File: config.mk
export PLATFORM = sky130hd
export DESIGN_NAME = ecap_group
export DESIGN_NICKNAME = d
export VERILOG_FILES = /design/src/rtl/ecap_pkg.sv /design/src/rtl/ecap_counter.sv /design/src/rtl/ecap_edge.sv /design/src/rtl/ecap_chan.sv /design/src/rtl/ecap_group.sv
export SDC_FILE = /design/constraint.sdc
export NUM_CORES = 1
export LEC_CHECK = 0
export ABC_AREA = 1
export BUFFER_PORTS_ARGS = -buffer_cell sky130_fd_sc_hd__buf_4
export CAP_MARGIN = 0
export CORE_ASPECT_RATIO = 0.6
export CORE_UTILIZATION = 62
export DETAILED_ROUTE_END_ITERATION = 12
export GPL_TIMING_DRIVEN = 0
export PLACE_DENSITY_LB_ADDON = 0.3
export RECOVER_POWER = 50
export SLEW_MARGIN = 20
export SYNTH_ARGS = -nofsm -noshare
export SYNTH_HDL_FRONTEND = slang
export SYNTH_SLANG_ARGS = --single-unit
File: constraint.sdc
create_clock -name clk -period 2.45 [get_ports clk]
set_clock_uncertainty 0.15 [all_clocks]
set_input_delay 0.245 -clock clk [delete_from_list [all_inputs] [get_ports clk]]
set_output_delay 0.245 -clock clk [all_outputs]
set_load 0.02 [all_outputs]
File: src/rtl/ecap_pkg.sv
package ecap_pkg;
  typedef enum logic [1:0] {
    EDGE_OFF  = 2'd0,
    EDGE_RISE = 2'd1,
    EDGE_FALL = 2'd2,
    EDGE_ANY  = 2'd3
  } edge_mode_e;

  localparam int CTRL_QUEUE_BIT = 1;
  localparam int CTRL_FMODE_BIT = 3;
  localparam int CTRL_LINK_LSB  = 4;

  localparam logic [7:0] A_CTRL      = 8'h00;
  localparam logic [7:0] A_PROT      = 8'h01;
  localparam logic [7:0] A_FLAGS     = 8'h03;
  localparam logic [7:0] A_CNT_HI    = 8'h04;
  localparam logic [7:0] A_CNT_LO    = 8'h05;
  localparam logic [7:0] A_MODE_BASE = 8'h08;
  localparam logic [7:0] A_CAP_BASE  = 8'h10;

  // edge qualification between the previous and current synchronised level
  function automatic logic edge_hit(edge_mode_e m, logic prev, logic cur);
    logic rise, fall;
    rise = !prev && cur;
    fall = prev && !cur;
    case (m)
      EDGE_RISE: return rise;
      EDGE_FALL: return fall;
      EDGE_ANY:  return rise || fall;
      default:   return 1'b0;
    endcase
  endfunction

  // byte address of a channel's register slot (0..3 within the channel)
  function automatic logic [7:0] slot_addr(int ch, int slot);
    return 8'(int'(A_CAP_BASE) + 4 * ch + slot);
  endfunction
endpackage

File: src/rtl/ecap_counter.sv
module ecap_counter #(
  parameter int CW = 16
) (
  input  logic          clk,
  input  logic          rst,
  output logic [CW-1:0] cnt
);
  always_ff @(posedge clk) begin
    if (rst) cnt <= '0;
    else     cnt <= cnt + 1'b1;
  end

  // free-running increment by exactly one
  p_cnt_step_r1: assert property (@(posedge clk) disable iff (rst)
    1'b1 |=> cnt == CW'($past(cnt) + 1'b1));
endmodule

File: src/rtl/ecap_edge.sv
module ecap_edge
  import ecap_pkg::*;
(
  input  logic       clk,
  input  logic       rst,
  input  logic       pin_i,
  input  edge_mode_e mode,
  output logic       hit_o
);
  logic s1, s2, s3;

  always_ff @(posedge clk) begin
    if (rst) begin
      s1 <= 1'b0;
      s2 <= 1'b0;
      s3 <= 1'b0;
    end else begin
      s1 <= pin_i;
      s2 <= s1;
      s3 <= s2;
    end
  end

  assign hit_o = edge_hit(mode, s3, s2);

  // a detected edge always corresponds to a level change after the synchroniser
  p_hit_needs_change_r2: assert property (@(posedge clk) disable iff (rst)
    hit_o |-> (s2 != s3));
endmodule

File: src/rtl/ecap_chan.sv
module ecap_chan #(
  parameter int CW = 16
) (
  input  logic          clk,
  input  logic          rst,
  input  logic          hit,
  input  logic          queue_en,
  input  logic          flag_mode,
  input  logic          protect,
  input  logic [CW-1:0] cnt,
  input  logic          rd_cap,
  input  logic          rd_hold,
  output logic [CW-1:0] cap,
  output logic [CW-1:0] hold,
  output logic          cap_full,
  output logic          hold_full,
  output logic          flag_set
);
  logic move_ok, take, do_move;

  always_comb begin
    move_ok  = queue_en && cap_full && (!protect || !hold_full);
    take     = hit && (!protect || !cap_full || move_ok);
    do_move  = take && move_ok;
    flag_set = take && (!(queue_en && flag_mode) || do_move);
  end

  always_ff @(posedge clk) begin
    if (rst) begin
      cap       <= '0;
      hold      <= '0;
      cap_full  <= 1'b0;
      hold_full <= 1'b0;
    end else begin
      if (take) begin
        cap      <= cnt;
        cap_full <= 1'b1;
      end else if (rd_cap) begin
        cap_full <= 1'b0;
      end
      if (do_move) begin
        hold      <= cap;
        hold_full <= 1'b1;
      end else if (rd_hold) begin
        hold_full <= 1'b0;
      end
    end
  end

  // a protected, unread stamp outside queue mode is never replaced
  p_cap_kept_r3: assert property (@(posedge clk) disable iff (rst)
    (protect && cap_full && !queue_en) |=> $stable(cap));

  // a protected, unread holding value is never replaced
  p_hold_kept_r5: assert property (@(posedge clk) disable iff (rst)
    (protect && hold_full) |=> $stable(hold));

  // in paired flag mode a flag always comes with a full holding register
  p_flag_pair_r7: assert property (@(posedge clk) disable iff (rst)
    (flag_set && queue_en && flag_mode) |=> hold_full);
endmodule

File: src/rtl/ecap_group.sv
module ecap_group
  import ecap_pkg::*;
#(
  parameter int NCH = 4,
  parameter int CW  = 16
) (
  input  logic           clk,
  input  logic           rst,
  input  logic           one_shot_cfg,
  input  logic [NCH-1:0] pins,
  input  logic [7:0]     bus_addr,
  input  logic           bus_wr,
  input  logic           bus_rd,
  input  logic [7:0]     bus_wdata,
  output logic [7:0]     bus_rdata
);
  localparam int HALF = NCH / 2;
  localparam logic [7:0] CTRL_MASK =
    8'(((1 << HALF) - 1) << CTRL_LINK_LSB) |
    8'(1 << CTRL_QUEUE_BIT) | 8'(1 << CTRL_FMODE_BIT);

  logic [7:0]     ctrl;
  logic           ctrl_locked;
  logic [NCH-1:0] prot;
  logic [NCH-1:0] flags;
  edge_mode_e     mode_q [NCH];
  logic [7:0]     lo_latch;

  logic [CW-1:0]  cnt;
  logic [NCH-1:0] own_hit, eff_hit, flag_set, rd_cap, rd_hold;
  logic [NCH-1:0] cap_full, hold_full;
  logic [CW-1:0]  cap_w  [NCH];
  logic [CW-1:0]  hold_w [NCH];

  logic           ctrl_wr_ok;
  logic [NCH-1:0] flag_clr;
  logic [7:0]     rd_val, lat_val;
  logic           lat_ld;

  ecap_counter #(.CW(CW)) u_cnt (.clk(clk), .rst(rst), .cnt(cnt));

  for (genvar c = 0; c < NCH; c++) begin : g_ch
    ecap_edge u_edge (
      .clk(clk), .rst(rst), .pin_i(pins[c]), .mode(mode_q[c]), .hit_o(own_hit[c])
    );

    if (c >= HALF) begin : g_linked
      assign eff_hit[c] = ctrl[CTRL_LINK_LSB + c - HALF] ? own_hit[c - HALF] : own_hit[c];
    end else begin : g_plain
      assign eff_hit[c] = own_hit[c];
    end

    ecap_chan #(.CW(CW)) u_chan (
      .clk(clk), .rst(rst), .hit(eff_hit[c]),
      .queue_en(ctrl[CTRL_QUEUE_BIT]), .flag_mode(ctrl[CTRL_FMODE_BIT]),
      .protect(prot[c]), .cnt(cnt), .rd_cap(rd_cap[c]), .rd_hold(rd_hold[c]),
      .cap(cap_w[c]), .hold(hold_w[c]), .cap_full(cap_full[c]),
      .hold_full(hold_full[c]), .flag_set(flag_set[c])
    );

    // writing 1 with no simultaneous capture clears the flag
    p_flag_clear_r6: assert property (@(posedge clk) disable iff (rst)
      (bus_wr && bus_addr == A_FLAGS && bus_wdata[c] && !flag_set[c]) |=> !flags[c]);
  end

  assign ctrl_wr_ok = bus_wr && (bus_addr == A_CTRL) && !(one_shot_cfg && ctrl_locked);
  assign flag_clr   = (bus_wr && bus_addr == A_FLAGS) ? bus_wdata[NCH-1:0] : '0;

  always_ff @(posedge clk) begin
    if (rst) begin
      ctrl        <= '0;
      ctrl_locked <= 1'b0;
      prot        <= '0;
      flags       <= '0;
      for (int c = 0; c < NCH; c++) mode_q[c] <= EDGE_OFF;
    end else begin
      if (ctrl_wr_ok) begin
        ctrl        <= bus_wdata & CTRL_MASK;
        ctrl_locked <= 1'b1;
      end
      if (bus_wr && bus_addr == A_PROT) prot <= bus_wdata[NCH-1:0];
      for (int c = 0; c < NCH; c++)
        if (bus_wr && bus_addr == 8'(int'(A_MODE_BASE) + c))
          mode_q[c] <= edge_mode_e'(bus_wdata[1:0]);
      flags <= (flags & ~flag_clr) | flag_set;
    end
  end

  // read decode: high bytes latch their low byte, low bytes return the latch
  always_comb begin
    rd_val  = '0;
    lat_ld  = 1'b0;
    lat_val = '0;
    rd_cap  = '0;
    rd_hold = '0;
    if (bus_addr == A_CTRL)   rd_val = ctrl;
    if (bus_addr == A_PROT)   rd_val = 8'(prot);
    if (bus_addr == A_FLAGS)  rd_val = 8'(flags);
    if (bus_addr == A_CNT_HI) begin
      rd_val  = 16'(cnt) >> 8;
      lat_ld  = 1'b1;
      lat_val = 8'(cnt);
    end
    if (bus_addr == A_CNT_LO) rd_val = lo_latch;
    for (int c = 0; c < NCH; c++) begin
      if (bus_addr == 8'(int'(A_MODE_BASE) + c)) rd_val = {6'b0, mode_q[c]};
      if (bus_addr == slot_addr(c, 0)) begin
        rd_val    = 8'(16'(cap_w[c]) >> 8);
        lat_ld    = 1'b1;
        lat_val   = 8'(cap_w[c]);
        rd_cap[c] = bus_rd;
      end
      if (bus_addr == slot_addr(c, 1)) rd_val = lo_latch;
      if (bus_addr == slot_addr(c, 2)) begin
        rd_val     = 8'(16'(hold_w[c]) >> 8);
        lat_ld     = 1'b1;
        lat_val    = 8'(hold_w[c]);
        rd_hold[c] = bus_rd;
      end
      if (bus_addr == slot_addr(c, 3)) rd_val = lo_latch;
    end
  end

  always_ff @(posedge clk) begin
    if (rst) begin
      bus_rdata <= '0;
      lo_latch  <= '0;
    end else if (bus_rd) begin
      bus_rdata <= rd_val;
      if (lat_ld) lo_latch <= lat_val;
    end
  end

  // a locked control register ignores further writes
  p_ctrl_lock_r9: assert property (@(posedge clk) disable iff (rst)
    (one_shot_cfg && ctrl_locked && bus_wr && bus_addr == A_CTRL) |=> $stable(ctrl));
endmodule

==> results.md <==
- Gate Count Post-Synth: 1254
- DR WL/cell: 21.6 µm
- Worst-path cell chain: inv_1 -> o211ai_1 -> a221oi_1 -> nand4_1 -> o211ai_1 -> a21oi_1
- Die H: 95.6 µm
- GRT Total Usage: 44.2%
- Data required time of the worst path: 2640 ps
- Max VDD drop: 0.618 mV
- Die ar.: 15100 µm²
- Mapped Area: 9050 µm²
- FF-to-FF setup slack: 70 ps
- CTS Sinks: 201
- CP max-delay cell: a221oi_1
- Final core occ: 76.6%
- Mean area per synthesized cell: 7.22 µm²
- Crit path time final: 2380 ps
- Clock Latency Late Sink: 490 ps
- I/O pin count: 33
- Achievable frequency: 0.420 GHz
- Hold-critical path depth: 4
- Synthesized Nets: 1288
- Min-Delay Endpoint: ctrl[4]
- First-pass GRT wire length: 49300 µm
- CP Launch Type: flip-flop
- Sequential share of the synthesized area: 45.3%
- Worst path arrival time: 2570 ps
- Total Nets Final: 1371
- Max-capacitance violation count: 0
- Worst Max-Slew Pin Slew: 946 ps
- FF-to-FF path depth: 6
- DIE WIDTH: 158 µm
- Clk buf depth: 3
- CTS tree: built
- Hold Crit Class: input pin to flip-flop
- # diodes: 0
- Detail Route Antenna Nets: 0
- Final global-route overflow total: 0
- Fraction of layout cells with a size suffix above 1: 12.7%
- Capturing element type of the critical path: flip-flop
- CP peak stage delay: 730 ps
- CTS Buf Count: 19
- Final Cell Area: 10700 µm²
- Final worst path period share: 97.2%
- Commonest register cell after synthesis: dfxtp_1
- CTS Root Cell: clkbuf_16
- IO buf count: 28
- Final setup viols: 0
- Detailed Place HPWL: 23000 µm
- Residual DRC: 0
- Asr flop ratio synth: 0%
- Final Hold Fails: 0
- Worst setup path category: flip-flop to flip-flop
- Worst flop-to-flop path startpoint: u_cnt.cnt[7]
- Hold_ws: 94.5 ps
- Yosys cell types: 46
- Leak: 4.30 nW
- Initial antenna violation count: 0
- Post-DP Area: 9510 µm²
- Crit path max fanout: 7
- Clock-pin slew of the registers on the worst-case setup and hold paths: 70 ps
- Core ar.: 14000 µm²
- Slew Viols, Final: 0
- PwrDens: 658 nW/µm²
- Max H-tree Level: 1
- Most used cell, CP: o211ai_1
- Post-synth EDFFs: 8
- Via density: 6.29
- Fillers: 1078
- Yosys Warn Count: 0
- Final wirelength: 33300 µm
- Initial DRC Count: 1720
- Largest net degree at the start of global routing: 17
- Status: complete, no violations
- Worst Min Path Start: one_shot_cfg
- Effective utilization at floorplan: 64.8%
- First-pass DRT Iterations: 6
- Via count: 9698
- Max_slew headroom: 36.6%
- #FFs+latches synth: 201
- Vias in the first global route: 8820
- Gpl congestion: 1.03
- Buf/Inv on CP: 1
- Tot Pwr: 0.00703 W
- Worst reg2reg endpoint: lo_latch[7]
- Num rows: 33
- Area growth syn-to-layout: 18.2%
- Crit-path leading delay family: compound AO/OA/AOI/OAI gates
[cell usage in the layout, fill, tap and decap left out, types with 13 or more instances in the layout]
cell type,instances
dfxtp_1,189
clkbuf_1,47
inv_1,86
nand2_1,185
nand4_1,22
inv_2,18
o21ai_0,177
nor2_1,201
clkbuf_16,23
buf_4,37
nand3_1,31
o21ai_1,13
a21oi_1,142
[flip-flops by register name, summed over array words and instances (netlist names)]
signal / flops
lo_latch: 8
ctrl: 4
g_ch.u_edge.s1: 4
u_cnt.cnt: 16
g_ch.u_chan.cap_full: 4
flags: 4
g_ch.u_edge.s3: 4
g_ch.u_edge.s2: 4
bus_rdata: 8
mode_q: 8
g_ch.u_chan.cap: 64
ctrl_locked: 1
prot: 4
g_ch.u_chan.hold: 64
g_ch.u_chan.hold_full: 4
[repair_timing]
item / 4_1_cts / 5_1_grt
gates resized for setup: 29 / 64
hold endpoints to repair: 13 / 0
pin swaps: 7 / 16
gates cloned: 0 / 3
setup buffers: 12 / 9
hold buffers: 10 / 0
setup endpoints to repair: 90 / 110
[report_power, final]
part	internal, W	leakage [nW]	switching, W
logic	0.000145	2.35	0.000328
registers	0.00340	1.65	0.0000961
clock network	0.00177	0.306	0.00129
[per-layer routing]
layer | global-route usage, % | vias up | part of all wire, % | wire length (µm)
met3 | 18.0 | 121 | 17 | 5740
met4 | 17.8 | 0 | 4.2 | 1400
li1 | - | 4381 | - | -
met5 | 0 | - | 0 | 0
met2 | 61.0 | 801 | 39 | 12900
met1 | 60.7 | 4395 | 40 | 13300
[stage by stage]
stage | setup slack, ps | TNS [ps] | cells
global placement | -641 | -29420 | 1474
finish | 69.7 | 0 | 1541
floorplan | 223 | 0 | 1254
detailed placement | -711 | -32870 | 1474
CTS | -14.7 | -18.5 | 1529
global route | -22.2 | -22.2 | 1541
[area by class of cell]
type                       instances  area (µm²)  area share, %
multi-input combinational        887        4450           41.6
sequential                       201        4110           38.4
clock buffer                      26         543           5.08
buffer                            55         302           2.82
inverter                         111         437           4.08
clock inverter                     7        88.8          0.831
timing repair buffer              62         529           4.95
tap                              192         240           2.25
[worst min-delay path: stages]
cell and delay [ps]:
buf_4 80, nand2_1 40, nand3_1 220, a21oi_1 100
[synthesized netlist by cell type (10+ instances only)]
cell / number / area share (%)
nor2_1: 214 / 8.9
dfxtp_1: 193 / 43
nand2_1: 190 / 7.9
o21ai_0: 182 / 10
a21oi_1: 144 / 8.0
inv_1: 92 / 3.8
clkbuf_1: 45 / 1.9
nand3_1: 32 / 1.8
nand4_1: 22 / 1.5
inv_2: 15 / 0.62
nor3_1: 12 / 0.66
o211ai_1: 11 / 0.91
a221oi_1: 10 / 0.97
[worst max-delay path by stage]
stage	startpoint	to	slack [ps]	cells after the start
6_report	u_cnt.cnt[7]	lo_latch[7]	70	6
3_5_place_dp	g_ch[1].u_edge.s3	g_ch[3].u_chan.hold[14]	-710	14
4_1_cts	g_ch[1].u_edge.s3	g_ch[3].u_chan.hold[14]	-10	14
3_3_place_gp	g_ch[1].u_edge.s3	g_ch[3].u_chan.hold[14]	-640	14
2_1_floorplan	g_ch[0].u_edge.s3	g_ch[2].u_chan.hold[10]	220	15
5_1_grt	u_cnt.cnt[0]	u_cnt.cnt[14]	-20	11
[cell families after synthesis]
group / share of synthesized area [%]
AO/OA/AOI/OAI: 22.3
adder cells (fa/ha/maj): 1.24
buffers and inverters: 7.19
flip-flops: 45.3
multiplexers: 0.111
AND/OR/NAND/NOR: 23.8
(Power assumes the default switching activity.)
